--- src/rtl/bic_pkg.sv ---
package bic_pkg;

  typedef enum logic [1:0] {
    EDGE_OFF  = 2'b00,
    EDGE_RISE = 2'b01,
    EDGE_FALL = 2'b10,
    EDGE_ANY  = 2'b11
  } edge_sel_e;

  // Qualifies a transition between the previous and current synchronised level.
  function automatic logic edge_hit(input logic [1:0] sel, input logic now, input logic prev);
    logic up, down;
    up   = now & ~prev;
    down = ~now & prev;
    case (edge_sel_e'(sel))
      EDGE_RISE: edge_hit = up;
      EDGE_FALL: edge_hit = down;
      EDGE_ANY:  edge_hit = up | down;
      default:   edge_hit = 1'b0;
    endcase
  endfunction

endpackage

--- src/rtl/bic_sync_edge.sv ---
module bic_sync_edge #(
  parameter int STAGES = 2
) (
  input  logic       clk,
  input  logic       rst_n,
  input  logic       pin,
  input  logic [1:0] sel,
  output logic       edge_o
);
  import bic_pkg::*;

  // STAGES synchroniser flops plus one history flop.
  logic [STAGES:0] sh;

  always_ff @(posedge clk or negedge rst_n) begin
    if (!rst_n) sh <= '0;
    else        sh <= {sh[STAGES-1:0], pin};
  end

  assign edge_o = edge_hit(sel, sh[STAGES-1], sh[STAGES]);

endmodule

--- src/rtl/bic_channel.sv ---
module bic_channel #(
  parameter int CW = 16,
  parameter int PW = 8
) (
  input  logic          clk,
  input  logic          rst_n,
  input  logic          edge_ev,
  input  logic [CW-1:0] cnt,
  input  logic          buf_en,
  input  logic          latch_mode,
  input  logic          flag_mode,
  input  logic          no_ovw,
  input  logic          pa_sat,
  input  logic          latch_ev,
  input  logic          flag_clr,
  input  logic          hold_rd,
  output logic [CW-1:0] cap_q,
  output logic [CW-1:0] hold_q,
  output logic [PW-1:0] pacc_q,
  output logic [PW-1:0] phold_q,
  output logic          flag_q,
  output logic          flag_set_o,
  output logic          hold_load_o
);

  // Accumulator step: hold at all ones when saturating, else wrap.
  function automatic logic [PW-1:0] pacc_step(input logic [PW-1:0] v, input logic sat);
    if (sat && (&v)) return v;
    return v + 1'b1;
  endfunction

  logic queue_on;
  logic cap_full, hold_full;
  logic do_cap, do_push;
  logic [PW-1:0] pacc_base;

  assign queue_on = buf_en & ~latch_mode;

  always_comb begin
    do_cap  = 1'b0;
    do_push = 1'b0;
    if (edge_ev) begin
      if (queue_on && no_ovw) begin
        if (!cap_full) begin
          do_cap = 1'b1;
        end else if (!hold_full) begin
          do_cap  = 1'b1;
          do_push = 1'b1;
        end
      end else if (queue_on) begin
        do_cap  = 1'b1;
        do_push = 1'b1;
      end else begin
        do_cap = 1'b1;
      end
    end
  end

  assign hold_load_o = do_push | latch_ev;
  assign flag_set_o  = do_cap & (~queue_on | ~flag_mode | do_push);
  assign pacc_base   = latch_ev ? '0 : pacc_q;

  always_ff @(posedge clk or negedge rst_n) begin
    if (!rst_n) begin
      cap_q     <= '0;
      hold_q    <= '0;
      pacc_q    <= '0;
      phold_q   <= '0;
      flag_q    <= 1'b0;
      cap_full  <= 1'b0;
      hold_full <= 1'b0;
    end else begin
      if (do_cap)      cap_q   <= cnt;
      if (hold_load_o) hold_q  <= cap_q;
      if (latch_ev)    phold_q <= pacc_q;
      pacc_q <= edge_ev ? pacc_step(pacc_base, pa_sat) : pacc_base;
      flag_q <= flag_set_o | (flag_q & ~flag_clr);

      if (do_cap)        cap_full <= 1'b1;
      else if (latch_ev) cap_full <= 1'b0;

      if (hold_load_o)   hold_full <= 1'b1;
      else if (hold_rd)  hold_full <= 1'b0;
    end
  end

endmodule

--- src/rtl/bic_top.sv ---
module bic_top #(
  parameter int NCH    = 4,
  parameter int CW     = 16,
  parameter int PW     = 8,
  parameter int STAGES = 2
) (
  input  logic              clk,
  input  logic              rst_n,
  input  logic [NCH-1:0]    pin_in,
  input  logic [2*NCH-1:0]  edge_sel,
  input  logic              buf_en,
  input  logic              latch_mode,
  input  logic              flag_mode,
  input  logic              no_ovw,
  input  logic              pa_sat,
  input  logic              mod_zero,
  input  logic              latch_strobe,
  input  logic [NCH-1:0]    flag_clr,
  input  logic [NCH-1:0]    hold_rd,
  output logic [CW-1:0]     timer_cnt,
  output logic [NCH*CW-1:0] capt_val,
  output logic [NCH*CW-1:0] hold_val,
  output logic [NCH*PW-1:0] pacc_val,
  output logic [NCH*PW-1:0] pacc_hold,
  output logic [NCH-1:0]    irq
);

  // Internal events, brought out for the checker.
  logic           latch_ev_w;
  logic [NCH-1:0] edge_w;
  logic [NCH-1:0] flag_set_w;
  logic [NCH-1:0] hold_load_w;

  assign latch_ev_w = buf_en & latch_mode & (mod_zero | latch_strobe);

  always_ff @(posedge clk or negedge rst_n) begin
    if (!rst_n) timer_cnt <= '0;
    else        timer_cnt <= timer_cnt + 1'b1;
  end

  for (genvar i = 0; i < NCH; i++) begin : g_ch
    bic_sync_edge #(.STAGES(STAGES)) sync_i (
      .clk    (clk),
      .rst_n  (rst_n),
      .pin    (pin_in[i]),
      .sel    (edge_sel[2*i +: 2]),
      .edge_o (edge_w[i])
    );

    bic_channel #(.CW(CW), .PW(PW)) ch_i (
      .clk         (clk),
      .rst_n       (rst_n),
      .edge_ev     (edge_w[i]),
      .cnt         (timer_cnt),
      .buf_en      (buf_en),
      .latch_mode  (latch_mode),
      .flag_mode   (flag_mode),
      .no_ovw      (no_ovw),
      .pa_sat      (pa_sat),
      .latch_ev    (latch_ev_w),
      .flag_clr    (flag_clr[i]),
      .hold_rd     (hold_rd[i]),
      .cap_q       (capt_val[i*CW +: CW]),
      .hold_q      (hold_val[i*CW +: CW]),
      .pacc_q      (pacc_val[i*PW +: PW]),
      .phold_q     (pacc_hold[i*PW +: PW]),
      .flag_q      (irq[i]),
      .flag_set_o  (flag_set_w[i]),
      .hold_load_o (hold_load_w[i])
    );
  end

endmodule

--- config.mk ---
export PLATFORM = sky130hd
export DESIGN_NAME = bic_top
export DESIGN_NICKNAME = d
export VERILOG_FILES = /design/src/rtl/bic_pkg.sv /design/src/rtl/bic_sync_edge.sv /design/src/rtl/bic_channel.sv /design/src/rtl/bic_top.sv
export SDC_FILE = /design/constraint.sdc
export NUM_CORES = 1
export LEC_CHECK = 0
export BUFFER_PORTS_ARGS = -buffer_cell sky130_fd_sc_hd__buf_2
export CORE_ASPECT_RATIO = 2
export CORE_UTILIZATION = 57
export CTS_CLUSTER_DIAMETER = 100
export DETAILED_ROUTE_END_ITERATION = 6
export PLACE_DENSITY = 0.85
export SYNTH_ARGS = -nofsm -noshare
export SYNTH_HDL_FRONTEND = slang
export SYNTH_SLANG_ARGS = --single-unit
--- constraint.sdc ---
create_clock -name clk -period 3.91 [get_ports clk]
set_input_delay 0.782 -clock clk [delete_from_list [all_inputs] [get_ports clk]]
set_output_delay 0.782 -clock clk [all_outputs]
set_load 0.01 [all_outputs]
# [After elaboration in Yosys (flattened, before gate mapping)]
# Cells that the tools add are included.
[totals] ff_bits=232 latch_bits=0 ramBits=0 mem_bits_ro=0 input_bits=29 out_inout_bits=212 word_cells=185 memories=0
[op_classes] addsub=5 n_mul=0 n_div=0 n_lt_le_gt_ge=0 eq_ne=12 shifts=0 muxes=66 bitwise=52 reduce_logical=17
[op_table] operator="2-to-1 mux 8 bit" count=16
[op_table] operator="2-to-1 mux 1 bit" count=46
[op_table] operator="adder 8 x 1 -> 8 bit, second input constant" count=4
[op_table] operator="AND reduction 8 bit" count=4
[op_table] operator="AND 1 bit" count=19
[op_table] operator="OR 1 bit" count=18
[op_table] operator="adder 16 x 1 -> 16 bit, second input constant" count=1
[op_table] operator="equality test 2 bit, second input constant" count=8
[op_table] operator="nonzero test 2 bit" count=8
[op_table] operator="inverter 1 bit" count=15
[op_table] operator="one-hot mux 1 bit (3 select lines)" count=4
[op_table] operator="equality test 2 x 1 -> 1 bit, second input constant" count=4
[op_table] operator="logical AND 1 bit" count=5

# [Longest topological paths before layout]
[depth] word_depth=8 mapped_depth=9

# [Hierarchy]
# A second synthesis with hierarchy kept.
[hier_totals] hier_cells=674 area_unflattened_um2=10030.9
[by_module_without_submodules] module="bic_channel" instances=4 cells_per_inst=142 area_per_inst_um2=2195.9
[by_module_without_submodules] module="bic_top" instances=1 cells_per_inst=58 area_per_inst_um2=711.9
[by_module_without_submodules] module="bic_sync_edge" instances=4 cells_per_inst=12 area_per_inst_um2=133.9

# [Least setup slack after synthesis]
# Ideal clock, no wire load.
[synth_timing] kind="in2reg" start="input port latch_strobe" end="register g_ch[1].ch_i.pacc_q[1]" setup_time_ns=0.125 t_arrival_ns=2.514 required_time_ns=3.785 setup_slack_ns=1.271 cell_stages=8 n_path_buf=1 cell_sequence="o211ai_1 buf_2 and2_1 ha_1 and4_1 and4_1 a21oi_1 mux2_2"
[synth_via] elab_chain_cells=8 word_cells_on_any_way=10 cone_classes="add/sub (1); mux (5); bitwise (2); reduce/logical (2)"
[synth_rtl] element="from (decl)" line_no="bic_top.sv:17" source="input logic latch_strobe,"
[synth_rtl] element="OR 1 bit (*)" line_no="bic_top.sv:34" source="assign latch_ev_w = buf_en & latch_mode & (mod_zero | latch_strobe);"
[synth_rtl] element="AND 1 bit (*)" line_no="bic_top.sv:34"
[synth_rtl] element="2-to-1 mux 8 bit (*)" line_no="bic_channel.sv:61" source="assign pacc_base = latch_ev ? '0 : pacc_q;"
[synth_rtl] element="branches (longest 4 deep; another with adder 8 x 1 -> 8 bit)"
[synth_rtl] element="2-to-1 mux 8 bit (*)" line_no="bic_channel.sv:76" source="pacc_q <= edge_ev ? pacc_step(pacc_base, pa_sat) : pacc_base;"
[synth_rtl] element="to (signal assigned)" line_no="bic_channel.sv:76"
[synth_rtl] element="to (decl)" line_no="bic_channel.sv:19" source="output logic [PW-1:0] pacc_q,"
# Mark *: on every way between the ends. The select of a mux whose other input is x is not followed.
# A chain may end at the register's enable or synchronous reset.

# [Final worst setup path]
[layout_timing] start="input port buf_en" end="register g_ch[1].ch_i.pacc_q[1]"
[layout_via] elab_chain_cells=8 word_cells_on_any_way=10 cone_classes="add/sub (1); mux (5); bitwise (2); reduce/logical (2)"
[layout_rtl] element="from (decl)" line_no="bic_top.sv:11" source="input logic buf_en,"
[layout_rtl] element="AND 1 bit (*) (2 in series)" line_no="bic_top.sv:34"
[layout_rtl] element="2-to-1 mux 8 bit (*)" line_no="bic_channel.sv:61"
[layout_rtl] element="branches (longest 4 deep; another with adder 8 x 1 -> 8 bit)"
[layout_rtl] element="2-to-1 mux 8 bit (*)" line_no="bic_channel.sv:76"
# Marks and branches as above.

==> flow_results.xml <==
<?xml version="1.0" encoding="UTF-8"?>
<metrics>
  <group name="clocking">
    <metric name="cts_setup_buffers" unit="">0</metric>
    <metric name="htree_levels" unit="">1</metric>
    <metric name="worstSkewPairLatency" unit="ns">0.50</metric>
    <metric name="cts.root.buffer_cell" unit="">sky130_fd_sc_hd__clkbuf_16</metric>
    <metric name="postCtsHoldBufs" unit="">0</metric>
    <metric name="cts.sink_count" unit="">232</metric>
    <metric name="clk_pin_slew" unit="ns">0.07</metric>
    <metric name="tritoncts" unit="">built</metric>
    <metric name="tritoncts_buffers" unit="">20</metric>
    <metric name="ctsLongestPathBuffers" unit="">3</metric>
    <metric name="ctsResizeCount" unit="">0</metric>
  </group>
  <group name="power">
    <metric name="switching_power" unit="W">0.00153</metric>
    <metric name="power_leakage" unit="nW">6.23</metric>
    <metric name="power" unit="W">0.00577</metric>
    <metric name="seq_power_share" unit="">0.487</metric>
    <metric name="power_report.internal_total" unit="W">0.00424</metric>
    <metric name="clock_power_share" unit="">0.362</metric>
    <metric name="vdd_ir_drop_max" unit="V">0.000433</metric>
    <metric name="p_comb_frac" unit="">0.151</metric>
    <metric name="pwr_density_cell" unit="mW/mm^2">491</metric>
    <metric name="swShare" unit="">0.265</metric>
  </group>
  <group name="setup_path">
    <metric name="r2r_end" unit="">g_ch[2].ch_i.hold_q[15]</metric>
    <metric name="worst_setup_path_end_kind" unit="">flop</metric>
    <metric name="reg2reg_depth" unit="">7</metric>
    <metric name="timing.rr.start" unit="">g_ch[2].sync_i.sh[1]</metric>
    <metric name="required_time_at_the_worst_slack_endpoint" unit="ns">4.28</metric>
    <metric name="critical_path.startpoint_type" unit="">input pin</metric>
    <metric name="classification_of_the_worst_setup_path" unit="">in2reg</metric>
    <metric name="regToRegSetupSlack" unit="ns">1.59</metric>
    <metric name="cp_max_fo" unit="">61</metric>
    <metric name="timing.critical_path.arrival" unit="ns">2.86</metric>
  </group>
  <group name="timing">
    <metric name="setup-tns-final" unit="ns">0</metric>
    <metric name="worst_slew_pin_slew" unit="ns">0.840</metric>
    <metric name="fmax_achieved" unit="GHz">0.402</metric>
    <metric name="final_max_slew_viol_count" unit="">0</metric>
    <metric name="layout_min_cycle_time" unit="ns">2.49</metric>
    <metric name="slew_headroom" unit="">0.440</metric>
    <metric name="fin_worst_skew" unit="ns">0.00957</metric>
    <metric name="rsz_0062_raised_after_global_routing" unit="">no</metric>
    <metric name="total_setup_violations_reported_at_the_end_of_the_flow" unit="">0</metric>
    <metric name="fin_worst_hold_slack" unit="ns">0.320</metric>
    <metric name="finalHoldViolations" unit="">0</metric>
    <metric name="timing.final.crit_share" unit="">0.636</metric>
  </group>
  <group name="synth">
    <metric name="synth_edf_count" unit="">0</metric>
    <metric name="post_synth_fa_ha_maj_area_fraction" unit="">0.0168</metric>
    <metric name="muxShareOfSynthArea" unit="">0.157</metric>
    <metric name="synth.lib_cells_used.distinct" unit="">50</metric>
    <metric name="netlist_instances" unit="">739</metric>
    <metric name="compound_cell_area_share_of_the_yosys_netlist" unit="">0.0680</metric>
    <metric name="synth_top_area_cell" unit="">sky130_fd_sc_hd__dfrtp_1</metric>
    <metric name="synth_warnings" unit="">0</metric>
    <metric name="ffs_w_async_s_r_synth" unit="">1.00</metric>
    <metric name="yosys.area_share.xor_xnor" unit="">0.0253</metric>
    <metric name="seq_area_frac_synth" unit="">0.600</metric>
    <metric name="yosys-top-cells-count" unit="">sky130_fd_sc_hd__dfrtp_1, sky130_fd_sc_hd__nand2_1, sky130_fd_sc_hd__mux2_2</metric>
    <metric name="ys_ff_latch" unit="">232</metric>
    <metric name="synth_simple_gate_area_frac" unit="">0.107</metric>
    <metric name="synth_largest_type_area_fraction" unit="">0.600</metric>
    <metric name="mappedNetlistArea" unit="sq mm">0.00968</metric>
    <metric name="synthMostInstantiatedCell" unit="">sky130_fd_sc_hd__dfrtp_1</metric>
    <metric name="dominant_combinational_cell_family_by_area_after_synthesis" unit="">multiplexers</metric>
    <metric name="synth_nets" unit="">781</metric>
    <metric name="synthTopCellsByArea" unit="">sky130_fd_sc_hd__dfrtp_1, sky130_fd_sc_hd__mux2_2, sky130_fd_sc_hd__nand2_1</metric>
    <metric name="postSynthAreaPerCell" unit="sq um">13.1</metric>
    <metric name="yosys_most_used_dff" unit="">sky130_fd_sc_hd__dfrtp_1</metric>
  </group>
  <group name="placement">
    <metric name="hpwl" unit="um">16300</metric>
    <metric name="dpl.cell_count" unit="">1165</metric>
    <metric name="io_buffers" unit="">240</metric>
    <metric name="gp_congestion" unit="">0.797</metric>
  </group>
  <group name="floorplan">
    <metric name="start_util" unit="">0.580</metric>
    <metric name="full_die_area" unit="sq mm">0.0175</metric>
    <metric name="dieWidth" unit="um">94.1</metric>
    <metric name="row_count" unit="">67</metric>
    <metric name="placeableCoreArea" unit="sq mm">0.0167</metric>
    <metric name="ioPinCount" unit="">241</metric>
    <metric name="chipHeight" unit="um">186</metric>
  </group>
  <group name="route">
    <metric name="route.antenna.remaining_nets" unit="">0</metric>
    <metric name="drt-initial-drc-count" unit="">255</metric>
    <metric name="route.detailed.wl_per_inst" unit="um">19.1</metric>
    <metric name="remaining_drc_errors" unit="">0</metric>
    <metric name="num_vias" unit="">6664</metric>
    <metric name="firstDrtPassIters" unit="">4</metric>
    <metric name="post_detailed_routing_wire_length" unit="um">22900</metric>
    <metric name="drt-vias-per-instance" unit="">5.54</metric>
  </group>
  <group name="worst_hold_path">
    <metric name="worst_hold_path_type" unit="">in2async</metric>
  </group>
  <group name="global_route">
    <metric name="total_grt_usage" unit="">0.261</metric>
    <metric name="vias_in_the_first_global_route" unit="">6523</metric>
    <metric name="grt_start_max_net_pins" unit="">109</metric>
    <metric name="grt.overflow.total" unit="">0</metric>
    <metric name="grt_antenna_before_repair" unit="">1</metric>
    <metric name="grt_first_pass_wirelength" unit="um">34600</metric>
  </group>
  <group name="finish">
    <metric name="area.growth.synth_to_final" unit="%">21.4</metric>
    <metric name="multi_input_area" unit="sq mm">0.00362</metric>
    <metric name="layout.cells.non_filler" unit="">1202</metric>
    <metric name="fillCellCount" unit="">1203</metric>
    <metric name="seq_area" unit="sq mm">0.00581</metric>
    <metric name="numnets_final" unit="">1022</metric>
    <metric name="drive_gt1_frac" unit="">0.431</metric>
  </group>
  <group name="status">
    <metric name="run_status" unit="">finished clean</metric>
  </group>
  <group name="run">
    <metric name="cap_viol_max_count" unit="">0</metric>
  </group>
</metrics>
==> kinds of logic after synthesis <==
family          after synthesis
mux                         135
flops                       232
xor+xnor                     28
compound gates               71
buf+inv                      47
simple gates                213
fa+ha+maj                    13
==> worst max-delay path, stage by stage <==
cell and delay, ns:
sky130_fd_sc_hd__buf_2 0.11, sky130_fd_sc_hd__o211ai_1 0.14, sky130_fd_sc_hd__buf_12 0.24, sky130_fd_sc_hd__and2_1 0.22
sky130_fd_sc_hd__ha_1 0.22, sky130_fd_sc_hd__and4_1 0.21, sky130_fd_sc_hd__and4_1 0.22, sky130_fd_sc_hd__a21oi_1 0.31
sky130_fd_sc_hd__mux2_2 0.39
==> per-layer routing <==
metal / wire (um) / GRT usage / part of all wire
met5: 0 / 0 / 0
met4: 848 / 0.109 / 0.037
met3: 1110 / 0.0402 / 0.048
met2: 13300 / 0.505 / 0.58
met1: 7720 / 0.274 / 0.34
==> power groups by stage <==
stage | combinational (W) | clock (W) | sequential (W)
after floorplan | 0.000407 | 0 | 0.00293
after global placement | 0.000845 | 0 | 0.00285
after detailed placement | 0.000882 | 0 | 0.00286
after CTS | 0.000887 | 0.00213 | 0.00281
after global routing | 0.000960 | 0.00221 | 0.00285
final | 0.000872 | 0.00209 | 0.00281
==> state kept, by name, summed over array words and instances (netlist names) <==
signal,count
g_ch.ch_i.cap_full,4
g_ch.ch_i.cap_q,64
g_ch.ch_i.flag_q,4
g_ch.ch_i.hold_full,4
g_ch.ch_i.hold_q,64
g_ch.ch_i.pacc_q,32
g_ch.ch_i.phold_q,32
g_ch.sync_i.sh,12
timer_cnt,16
==> metrics by stage <==
stage	instance area [sq um]	setup slack, ns	util
after floorplan	9680	1.27	-
after global placement	11000	1.03	0.662
after detailed placement	11000	0.956	0.662
after CTS	11700	1.45	0.704
after global routing	11700	1.34	0.704
final	11700	1.42	0.704
==> placed cells by master, fill, tap and decap left out, types with 4 or more instances in the layout <==
cell type                   count
sky130_fd_sc_hd__clkinv_2       4
sky130_fd_sc_hd__nand2_1      127
sky130_fd_sc_hd__buf_2        239
sky130_fd_sc_hd__nand4_1        6
sky130_fd_sc_hd__xnor2_1       17
sky130_fd_sc_hd__and2_1         9
sky130_fd_sc_hd__buf_4          4
sky130_fd_sc_hd__ha_1          13
sky130_fd_sc_hd__xor2_1        11
sky130_fd_sc_hd__a32oi_4        4
sky130_fd_sc_hd__mux2_1        19
sky130_fd_sc_hd__a21oi_1       10
sky130_fd_sc_hd__a211oi_1       8
sky130_fd_sc_hd__clkbuf_16     21
sky130_fd_sc_hd__o21ai_4        4
sky130_fd_sc_hd__o21ai_0       14
sky130_fd_sc_hd__dfrtp_1      232
sky130_fd_sc_hd__clkbuf_8       5
sky130_fd_sc_hd__a21o_1         4
sky130_fd_sc_hd__a21boi_0       4
sky130_fd_sc_hd__mux2_2       113
sky130_fd_sc_hd__nor2b_1       10
sky130_fd_sc_hd__nor2_1        16
sky130_fd_sc_hd__a31o_2         4
sky130_fd_sc_hd__nand3_1       14
sky130_fd_sc_hd__and3_1         9
sky130_fd_sc_hd__inv_1         20
sky130_fd_sc_hd__and4_1         6
==> final cells by class <==
cell class,count,area share
Sequential cell,232,0.494
Multi-Input combinational cell,460,0.308
Timing Repair Buffer,246,0.109
Clock buffer,27,0.0509
Tap cell,207,0.0220
Clock inverter,9,0.00895
Inverter,20,0.00639
Antenna cell,1,0.000213
==> worst max-delay path by stage <==
stage / cells after the start / endpoint / slack, ns / start
global route: 9 / g_ch[1].ch_i.pacc_q[1] / 1.34 / buf_en
floorplan: 8 / g_ch[1].ch_i.pacc_q[1] / 1.27 / latch_strobe
detailed placement: 9 / g_ch[1].ch_i.pacc_q[1] / 0.96 / buf_en
global placement: 9 / g_ch[1].ch_i.pacc_q[1] / 1.03 / buf_en
CTS: 9 / g_ch[1].ch_i.pacc_q[1] / 1.45 / buf_en
finish: 9 / g_ch[1].ch_i.pacc_q[1] / 1.42 / buf_en
Power figures use the tool's default switching activity.
